### src/rtl/irq_rt_pkg.sv
package irq_rt_pkg;
  localparam int ENTRY_W  = 64;
  localparam int VEC_W    = 8;
  localparam int DEST_W   = 8;
  localparam int POL_BIT  = 13;
  localparam int RIRR_BIT = 14;
  localparam int TRIG_BIT = 15;
  localparam int MASK_BIT = 16;
  localparam int DEST_LSB = 56;
  localparam logic [7:0] WIN_BASE = 8'h10;
  localparam logic [ENTRY_W-1:0] RST_ENTRY = ENTRY_W'(1) << MASK_BIT;

  typedef struct packed {
    logic [VEC_W-1:0]  vector;
    logic [DEST_W-1:0] dest;
    logic              active_low;
    logic              level;
    logic              masked;
  } line_cfg_t;
endpackage

### src/rtl/irq_rt_table.sv
module irq_rt_table
  import irq_rt_pkg::*;
#(
  parameter int N  = 24,
  localparam int IW = $clog2(N)
) (
  input  logic             clk_i,
  input  logic             rst_ni,
  input  logic             sel_we_i,
  input  logic [7:0]       sel_i,
  input  logic             win_we_i,
  input  logic [31:0]      win_wdata_i,
  output logic [31:0]      win_rdata_o,
  input  logic [N-1:0]     rirr_i,
  output line_cfg_t        cfg_o [N]
);
  logic [7:0]         sel_q;
  logic [7:0]         off;
  logic               hit;
  logic               hi;
  logic [IW-1:0]      ent;
  logic [ENTRY_W-1:0] entry_q [N];

  always_ff @(posedge clk_i or negedge rst_ni) begin
    if (!rst_ni)       sel_q <= '0;
    else if (sel_we_i) sel_q <= sel_i;
  end

  assign off = sel_q - WIN_BASE;
  assign hit = (sel_q >= WIN_BASE) && (32'(off[7:1]) < N);
  assign hi  = off[0];
  assign ent = off[IW:1];

  for (genvar g = 0; g < N; g++) begin : g_entry
    always_ff @(posedge clk_i or negedge rst_ni) begin
      if (!rst_ni) begin
        entry_q[g] <= RST_ENTRY;
      end else if (win_we_i && hit && (ent == IW'(g))) begin
        if (hi) entry_q[g][63:32] <= win_wdata_i;
        else    entry_q[g][31:0]  <= win_wdata_i & ~(32'd1 << RIRR_BIT);
      end
    end
    assign cfg_o[g].vector     = entry_q[g][VEC_W-1:0];
    assign cfg_o[g].dest       = entry_q[g][DEST_LSB +: DEST_W];
    assign cfg_o[g].active_low = entry_q[g][POL_BIT];
    assign cfg_o[g].level      = entry_q[g][TRIG_BIT];
    assign cfg_o[g].masked     = entry_q[g][MASK_BIT];
  end

  always_comb begin
    win_rdata_o = '0;
    if (hit) begin
      if (hi) begin
        win_rdata_o = entry_q[ent][63:32];
      end else begin
        win_rdata_o = entry_q[ent][31:0];
        win_rdata_o[RIRR_BIT] = rirr_i[ent];
      end
    end
  end
endmodule

### src/rtl/irq_rt_line.sv
module irq_rt_line (
  input  logic clk_i,
  input  logic rst_ni,
  input  logic line_i,
  input  logic active_low_i,
  input  logic level_i,
  input  logic masked_i,
  input  logic grant_i,
  input  logic eoi_hit_i,
  output logic req_o,
  output logic rirr_o
);
  logic active, prev_q, pend_q, rirr_q, rise;

  assign active = line_i ^ active_low_i;
  assign rise   = active & ~prev_q;

  always_ff @(posedge clk_i or negedge rst_ni) begin
    if (!rst_ni) begin
      prev_q <= 1'b0;
      pend_q <= 1'b0;
      rirr_q <= 1'b0;
    end else begin
      prev_q <= active;
      // edge captured only while unmasked; a grant retires it
      pend_q <= ~level_i & ((pend_q & ~grant_i) | (rise & ~masked_i));
      rirr_q <= level_i & ((rirr_q & ~eoi_hit_i) | grant_i);
    end
  end

  assign req_o  = ~masked_i & (level_i ? (active & ~rirr_q) : pend_q);
  assign rirr_o = rirr_q;
endmodule

### src/rtl/irq_rt_arbiter.sv
module irq_rt_arbiter #(
  parameter int N  = 24,
  localparam int IW = $clog2(N)
) (
  input  logic          clk_i,
  input  logic          rst_ni,
  input  logic [N-1:0]  req_i,
  input  logic          adv_i,
  output logic [N-1:0]  gnt_o,
  output logic [IW-1:0] gnt_idx_o
);
  logic [IW-1:0] ptr_q;
  logic          found;

  always_comb begin
    found     = 1'b0;
    gnt_idx_o = '0;
    for (int k = 0; k < N; k++) begin
      int j;
      j = int'(ptr_q) + k;
      if (j >= N) j = j - N;
      if (!found && req_i[j]) begin
        found     = 1'b1;
        gnt_idx_o = IW'(j);
      end
    end
    gnt_o = (found && adv_i) ? (N'(1) << gnt_idx_o) : '0;
  end

  always_ff @(posedge clk_i or negedge rst_ni) begin
    if (!rst_ni) ptr_q <= '0;
    else if (found && adv_i)
      ptr_q <= (32'(gnt_idx_o) == N - 1) ? '0 : gnt_idx_o + 1'b1;
  end
endmodule

### src/rtl/irq_redirect_router.sv
module irq_redirect_router
  import irq_rt_pkg::*;
#(
  parameter int NUM_LINES = 24,
  localparam int IW = $clog2(NUM_LINES)
) (
  input  logic                 clk_i,
  input  logic                 rst_ni,
  input  logic [NUM_LINES-1:0] irq_line_i,
  input  logic                 cfg_sel_we_i,
  input  logic [7:0]           cfg_sel_i,
  input  logic                 cfg_win_we_i,
  input  logic [31:0]          cfg_win_wdata_i,
  output logic [31:0]          cfg_win_rdata_o,
  input  logic                 eoi_valid_i,
  input  logic [VEC_W-1:0]     eoi_vector_i,
  output logic                 msg_valid_o,
  input  logic                 msg_ready_i,
  output logic [VEC_W-1:0]     msg_vector_o,
  output logic [DEST_W-1:0]    msg_dest_o
);
  line_cfg_t            cfg [NUM_LINES];
  logic [NUM_LINES-1:0] req_vec, grant_vec, rirr_vec, mask_vec;
  logic [IW-1:0]        gnt_idx;
  logic                 slot_free;

  assign slot_free = ~msg_valid_o | msg_ready_i;

  irq_rt_table #(.N(NUM_LINES)) u_table (
    .clk_i, .rst_ni,
    .sel_we_i(cfg_sel_we_i), .sel_i(cfg_sel_i),
    .win_we_i(cfg_win_we_i), .win_wdata_i(cfg_win_wdata_i),
    .win_rdata_o(cfg_win_rdata_o),
    .rirr_i(rirr_vec), .cfg_o(cfg)
  );

  for (genvar g = 0; g < NUM_LINES; g++) begin : g_line
    assign mask_vec[g] = cfg[g].masked;
    irq_rt_line u_line (
      .clk_i, .rst_ni,
      .line_i(irq_line_i[g]),
      .active_low_i(cfg[g].active_low),
      .level_i(cfg[g].level),
      .masked_i(cfg[g].masked),
      .grant_i(grant_vec[g]),
      .eoi_hit_i(eoi_valid_i && (cfg[g].vector == eoi_vector_i)),
      .req_o(req_vec[g]),
      .rirr_o(rirr_vec[g])
    );
  end

  irq_rt_arbiter #(.N(NUM_LINES)) u_arb (
    .clk_i, .rst_ni,
    .req_i(req_vec), .adv_i(slot_free),
    .gnt_o(grant_vec), .gnt_idx_o(gnt_idx)
  );

  always_ff @(posedge clk_i or negedge rst_ni) begin
    if (!rst_ni) begin
      msg_valid_o  <= 1'b0;
      msg_vector_o <= '0;
      msg_dest_o   <= '0;
    end else if (slot_free) begin
      msg_valid_o <= |grant_vec;
      if (|grant_vec) begin
        msg_vector_o <= cfg[gnt_idx].vector;
        msg_dest_o   <= cfg[gnt_idx].dest;
      end
    end
  end
endmodule

### config.mk
export PLATFORM = sky130hd
export DESIGN_NAME = irq_redirect_router
export DESIGN_NICKNAME = d
export VERILOG_FILES = /design/src/rtl/irq_rt_pkg.sv /design/src/rtl/irq_rt_table.sv /design/src/rtl/irq_rt_line.sv /design/src/rtl/irq_rt_arbiter.sv /design/src/rtl/irq_redirect_router.sv
export SDC_FILE = /design/constraint.sdc
export NUM_CORES = 2
export LEC_CHECK = 0
export BUFFER_PORTS_ARGS = -buffer_cell sky130_fd_sc_hd__buf_2
export CAP_MARGIN = 20
export CORE_UTILIZATION = 45
export CTS_CLUSTER_SIZE = 20
export DETAILED_ROUTE_END_ITERATION = 16
export PLACE_DENSITY = 0.69
export SLEW_MARGIN = 20
export SYNTH_ARGS = -nofsm -noshare
export SYNTH_HDL_FRONTEND = slang
export SYNTH_SLANG_ARGS = --single-unit
export TNS_END_PERCENT = 30
### constraint.sdc
create_clock -name clk_i -period 7.3 [get_ports clk_i]
set_clock_uncertainty 0.1 [all_clocks]
set_input_delay 1.095 -clock clk_i [delete_from_list [all_inputs] [get_ports clk_i]]
set_output_delay 1.095 -clock clk_i [all_outputs]
set_load 0.005 [all_outputs]
==> impl_table.tex <==
\begin{tabular}{lr}
\hline
Metric & Value \\
\hline
\multicolumn{2}{l}{\textbf{Placement}} \\
\quad Number of buffers added on ports & 126 \\
\quad Final estimated routing congestion in global placement & 0.9680 \\
\quad Worst slack at placement & 43.81 ps \\
\quad Detailed placement HPWL & 181.9 mm \\
\multicolumn{2}{l}{\textbf{CTS}} \\
\quad CTS Root Cell & sky130\_fd\_sc\_hd\_\_clkbuf\_16 \\
\quad Number of clock sinks seen by CTS & 1614 \\
\quad Skew-Pair Late Insertion Delay & 830 ps \\
\quad Maximum count of clock buffers along a single path & 3 \\
\quad CTS tree & yes \\
\quad Post-CTS clock slew at the launch and capture registers of the worst setup and hold paths & 70 ps \\
\quad Number of levels in the clock H-tree & 4 \\
\quad Number of buffers inserted during clock tree synthesis & 169 \\
\multicolumn{2}{l}{\textbf{Synthesis}} \\
\quad Post-synthesis net count & 6568 \\
\quad Ys flop type & sky130\_fd\_sc\_hd\_\_dfrtp\_1 \\
\quad Post-synthesis register bit count & 1614 \\
\quad Sequential cell area fraction in the yosys report & 0.4698 \\
\quad Async set-reset flop share out of synthesis & 1.000 \\
\quad Top post-synthesis cells by area & sky130\_fd\_sc\_hd\_\_dfrtp\_1, sky130\_fd\_sc\_hd\_\_mux2\_2, sky130\_fd\_sc\_hd\_\_mux4\_2 \\
\quad Top-area cell type share of the netlist area & 0.4625 \\
\quad Post-synth EDFFs & 0 \\
\quad Unique cell type count in the Yosys netlist & 112 \\
\quad Yosys top cell by area & sky130\_fd\_sc\_hd\_\_dfrtp\_1 \\
\quad Mean instance size in the synthesized netlist & 13.35 um2 \\
\quad Number of warnings printed during yosys synthesis & 0 \\
\quad Gate count after technology mapping & 6444 \\
\quad Post-synthesis instance area & 0.08603 mm2 \\
\multicolumn{2}{l}{\textbf{Timing}} \\
\quad Highest clock frequency the design can meet & 142.3 MHz \\
\quad Final number of hold-violating endpoints & 0 \\
\quad Worst max-slew margin expressed relative to the limit & 0.2076 \\
\quad Worst Max-Slew Pin Slew & 1186 ps \\
\quad Crit path setup slack, layout & 273.4 ps \\
\quad Final Slew Violations & 0 \\
\quad Final period utilization & 0.9625 \\
\quad Final Critical Period & 7027 ps \\
\quad RSZ-0062 raised after global routing & false \\
\quad Endpoints failing setup & 0 \\
\multicolumn{2}{l}{\textbf{Status}} \\
\quad Status & finished clean \\
\multicolumn{2}{l}{\textbf{Finish}} \\
\quad Area taken by multi-input logic gates & 0.04333 mm2 \\
\quad Number of nets in the layout & 6490 \\
\quad Flip-flop and latch area & 0.04044 mm2 \\
\quad Layout fillers & 16.00k \\
\quad Final core utilization & 0.5020 \\
\quad Synth-to-layout area growth & 10.84\% \\
\quad Fraction of final layout cells with drive strength greater than 1 & 0.4348 \\
\multicolumn{2}{l}{\textbf{Detailed routing}} \\
\quad Number of vias per cell after detailed routing & 6.396 \\
\quad Antenna-violating nets left & 0 \\
\quad Final wirelength & 276.0 mm \\
\quad DR vias & 57.69k \\
\quad DR WL/cell & 30.60 um \\
\quad Detailed Route Iter0 Violations & 5662 \\
\quad Number of design rule violations left after detail routing & 0 \\
\quad First-pass DRT Iterations & 6 \\
\multicolumn{2}{l}{\textbf{Floorplanning}} \\
\quad Effective utilization at floorplan & 0.4529 \\
\quad Core Region & 0.1900 mm2 \\
\quad Num ports & 127 \\
\quad Area of the die & 0.1929 mm2 \\
\quad X dimension of the die & 439.3 um \\
\quad Die Height & 439.3 um \\
\quad Number of cell rows & 160 \\
\multicolumn{2}{l}{\textbf{Power and ir drop}} \\
\quad Power per cell area & 449.2 mW/mm2 \\
\quad Leakage & 0.04440 uW \\
\quad Total power consumption of the routed design & 42840 uW \\
\quad Worst-case vdd ir drop & 1784 uV \\
\multicolumn{2}{l}{\textbf{GRT}} \\
\quad Vias in the first global route & 58.85k \\
\quad First-pass GRT wire length & 407.9 mm \\
\quad Pin count of the biggest net entering global routing & 185 \\
\quad Initial antenna violation count & 10 \\
\quad Total Routing Usage GR & 0.2853 \\
\quad Global route overflow & 0 \\
\multicolumn{2}{l}{\textbf{Min path}} \\
\quad Class of the tightest hold or removal check & reg -> reg \\
\multicolumn{2}{l}{\textbf{Setup path}} \\
\quad Data required time at the worst endpoint & 7880 ps \\
\quad CP Class & reg -> reg \\
\quad Nature of the critical path endpoint & flip-flop \\
\quad Kind of start point of the critical path & flip-flop \\
\quad Worst path arrival time & 7600 ps \\
\quad Largest fanout on the critical path & 82 \\
\multicolumn{2}{l}{\textbf{Run}} \\
\quad Maximum Capacitance Violations & 0 \\
\hline
\end{tabular}
[synth_stat cells, types with 10 or more instances]
cell type                     n
sky130_fd_sc_hd__nand2b_1    32
sky130_fd_sc_hd__mux2_2    1554
sky130_fd_sc_hd__a221o_1     20
sky130_fd_sc_hd__o22ai_1     40
sky130_fd_sc_hd__ha_1        46
sky130_fd_sc_hd__nor4_1      30
sky130_fd_sc_hd__o21ai_1     12
sky130_fd_sc_hd__dfrtp_1   1590
sky130_fd_sc_hd__or2_2       12
sky130_fd_sc_hd__a22oi_1     63
sky130_fd_sc_hd__mux4_2     480
sky130_fd_sc_hd__buf_6       13
sky130_fd_sc_hd__nor2_1     283
sky130_fd_sc_hd__nand2_1    200
sky130_fd_sc_hd__dfstp_2     24
sky130_fd_sc_hd__a21boi_0    28
sky130_fd_sc_hd__inv_2       14
sky130_fd_sc_hd__a32oi_1     11
sky130_fd_sc_hd__clkbuf_1   406
sky130_fd_sc_hd__a21oi_1    115
sky130_fd_sc_hd__or4_1       10
sky130_fd_sc_hd__xor2_1     190
sky130_fd_sc_hd__nor3b_1     44
sky130_fd_sc_hd__a31oi_1     21
sky130_fd_sc_hd__nor2b_1     24
sky130_fd_sc_hd__inv_1       42
sky130_fd_sc_hd__or3_1       48
sky130_fd_sc_hd__a22o_1      13
sky130_fd_sc_hd__o221ai_1    12
sky130_fd_sc_hd__a21o_1      13
sky130_fd_sc_hd__o211ai_1    96
sky130_fd_sc_hd__buf_2       61
sky130_fd_sc_hd__and2_1      45
sky130_fd_sc_hd__o31ai_1     18
sky130_fd_sc_hd__buf_1      109
sky130_fd_sc_hd__mux2i_1    128
sky130_fd_sc_hd__o41ai_1     33
sky130_fd_sc_hd__xnor2_1     42
sky130_fd_sc_hd__nand4_1     15
sky130_fd_sc_hd__a211oi_1    84
sky130_fd_sc_hd__nor3_1      54
sky130_fd_sc_hd__nand3_1     70
sky130_fd_sc_hd__and3_1      14
sky130_fd_sc_hd__o21ai_0     72
[flip-flops by register name, indices dropped and copies added, names as in the netlist]
signal and flops:
u_arb.ptr_q 5, u_table.sel_q 8, g_line.u_line.rirr_o 24, msg_vector_o 8, g_line.u_line.pend_q 24, u_table.cfg_o 456
msg_valid_o 1, g_line.u_line.prev_q 24, u_table.entry_q 1056, msg_dest_o 8
[through the flow]
step | area, um2 | cells | setup TNS [ps] | hold slack [ps]
2_1_floorplan | 86040 | 6444 | 0 | 358.1
4_1_cts | 95290 | 9011 | 0 | 351.5
6_report | 95360 | 9020 | 0 | 396.2
3_5_place_dp | 89730 | 8703 | 0 | 388.1
5_1_grt | 95350 | 9016 | 0 | 383.9
3_3_place_gp | 89730 | 8703 | -25.18 | 379.4
[cell families after synthesis]
group                    count (synthesis)  synth area share
AO/OA/AOI/OAI                          793           0.06876
XOR/XNOR                               238           0.02475
adder cells (fa/ha/maj)                 46          0.006690
buffers and inverters                  652           0.03069
flip-flops                            1614            0.4698
multiplexers                          2162            0.3439
AND/OR/NAND/NOR                        939           0.05537
[layer usage]
metal | vias to the layer above | track usage | wire length [um]
met5 | - | 0 | 7
met4 | 2 | 0.1417 | 15610
met3 | 610 | 0.05123 | 18360
met2 | 2271 | 0.4573 | 131500
met1 | 30710 | 0.3727 | 110500
li1 | 24090 | - | -
[path summary, 6_finish.rpt]
kind / startpoint / to / slack (ps) / cells past startpoint
setup / recovery: u_arb.ptr_q[1] / msg_vector_o[5] / 270 / 22
hold / removal: g_line[21].u_line.prev_q / g_line[21].u_line.pend_q / 400 / 3
setup reg to reg: u_arb.ptr_q[1] / msg_vector_o[5] / 270 / 22
hold reg to reg: g_line[21].u_line.prev_q / g_line[21].u_line.pend_q / 400 / 3
max in group asynchronous: rst_ni / u_table.cfg_o[335] / 4290 / 5
min in group asynchronous: rst_ni / u_table.entry_q[152] / 670 / 2
[where the power goes]
part / switching (uW) / internal (uW) / total, uW
logic: 15700 / 8140 / 23800
registers: 616 / 9710 / 10300
clock network: 3690 / 4980 / 8680
total: 20000 / 22800 / 42800
[layout by cell type, fill, tap and decap left out, types with 24 or more instances in the layout]
| cell | count |
|---|---|
| sky130_fd_sc_hd__a211oi_1 | 84 |
| sky130_fd_sc_hd__nor2_1 | 255 |
| sky130_fd_sc_hd__nand2b_1 | 30 |
| sky130_fd_sc_hd__a22oi_1 | 63 |
| sky130_fd_sc_hd__nand3_1 | 70 |
| sky130_fd_sc_hd__dfrtp_1 | 1583 |
| sky130_fd_sc_hd__mux4_2 | 480 |
| sky130_fd_sc_hd__mux2i_1 | 128 |
| sky130_fd_sc_hd__nor4_1 | 30 |
| sky130_fd_sc_hd__nor2_4 | 26 |
| sky130_fd_sc_hd__a21boi_0 | 28 |
| sky130_fd_sc_hd__nand2_1 | 180 |
| sky130_fd_sc_hd__clkbuf_8 | 37 |
| sky130_fd_sc_hd__o21ai_0 | 71 |
| sky130_fd_sc_hd__o22ai_1 | 40 |
| sky130_fd_sc_hd__inv_1 | 42 |
| sky130_fd_sc_hd__or3_1 | 48 |
| sky130_fd_sc_hd__buf_12 | 27 |
| sky130_fd_sc_hd__dfstp_2 | 24 |
| sky130_fd_sc_hd__o211ai_1 | 96 |
| sky130_fd_sc_hd__buf_2 | 125 |
| sky130_fd_sc_hd__o41ai_1 | 33 |
| sky130_fd_sc_hd__buf_4 | 189 |
| sky130_fd_sc_hd__nor3_1 | 53 |
| sky130_fd_sc_hd__xor2_1 | 190 |
| sky130_fd_sc_hd__clkbuf_1 | 47 |
| sky130_fd_sc_hd__a21oi_1 | 115 |
| sky130_fd_sc_hd__clkbuf_16 | 176 |
| sky130_fd_sc_hd__nor3b_1 | 44 |
| sky130_fd_sc_hd__xnor2_1 | 42 |
| sky130_fd_sc_hd__and2_1 | 45 |
| sky130_fd_sc_hd__ha_1 | 44 |
| sky130_fd_sc_hd__mux2_2 | 1554 |
[cell type report]
| class | count | area share |
|---|---|---|
| Antenna cell | 7 | 0.0001837 |
| Clock buffer | 260 | 0.05337 |
| Clock inverter | 47 | 0.004789 |
| Inverter | 58 | 0.002388 |
| Multi-Input combinational cell | 4178 | 0.4544 |
| Sequential cell | 1614 | 0.4240 |
| Tap cell | 2511 | 0.03294 |
| Timing Repair Buffer | 345 | 0.02791 |
[worst max-delay path, cell delays in order, from the launching register on]
cell and delay [ps]:
sky130_fd_sc_hd__dfrtp_2 460, sky130_fd_sc_hd__inv_2 200, sky130_fd_sc_hd__buf_4 210, sky130_fd_sc_hd__ha_1 270
sky130_fd_sc_hd__buf_4 250, sky130_fd_sc_hd__nor2b_2 240, sky130_fd_sc_hd__nand2_1 230, sky130_fd_sc_hd__o22ai_1 150
sky130_fd_sc_hd__a221oi_1 610, sky130_fd_sc_hd__a21oi_1 230, sky130_fd_sc_hd__a311o_1 450, sky130_fd_sc_hd__and4bb_2 450
sky130_fd_sc_hd__nand4_1 160, sky130_fd_sc_hd__or4_1 560, sky130_fd_sc_hd__o21ai_1 150, sky130_fd_sc_hd__a2bb2oi_1 260
sky130_fd_sc_hd__a21o_1 260, sky130_fd_sc_hd__inv_4 90, sky130_fd_sc_hd__buf_12 220, sky130_fd_sc_hd__a211oi_1 310
sky130_fd_sc_hd__a211oi_1 90, sky130_fd_sc_hd__a211oi_1 640, sky130_fd_sc_hd__o41ai_2 170
[what timing repair did]
action	4_1_cts	5_1_grt
hold endpoints to repair	1	0
hold buffers	1	0
endpoints found under the setup margin	0	16
setup buffers	0	0
gates resized for setup	0	2
(Power assumes the default switching activity.)
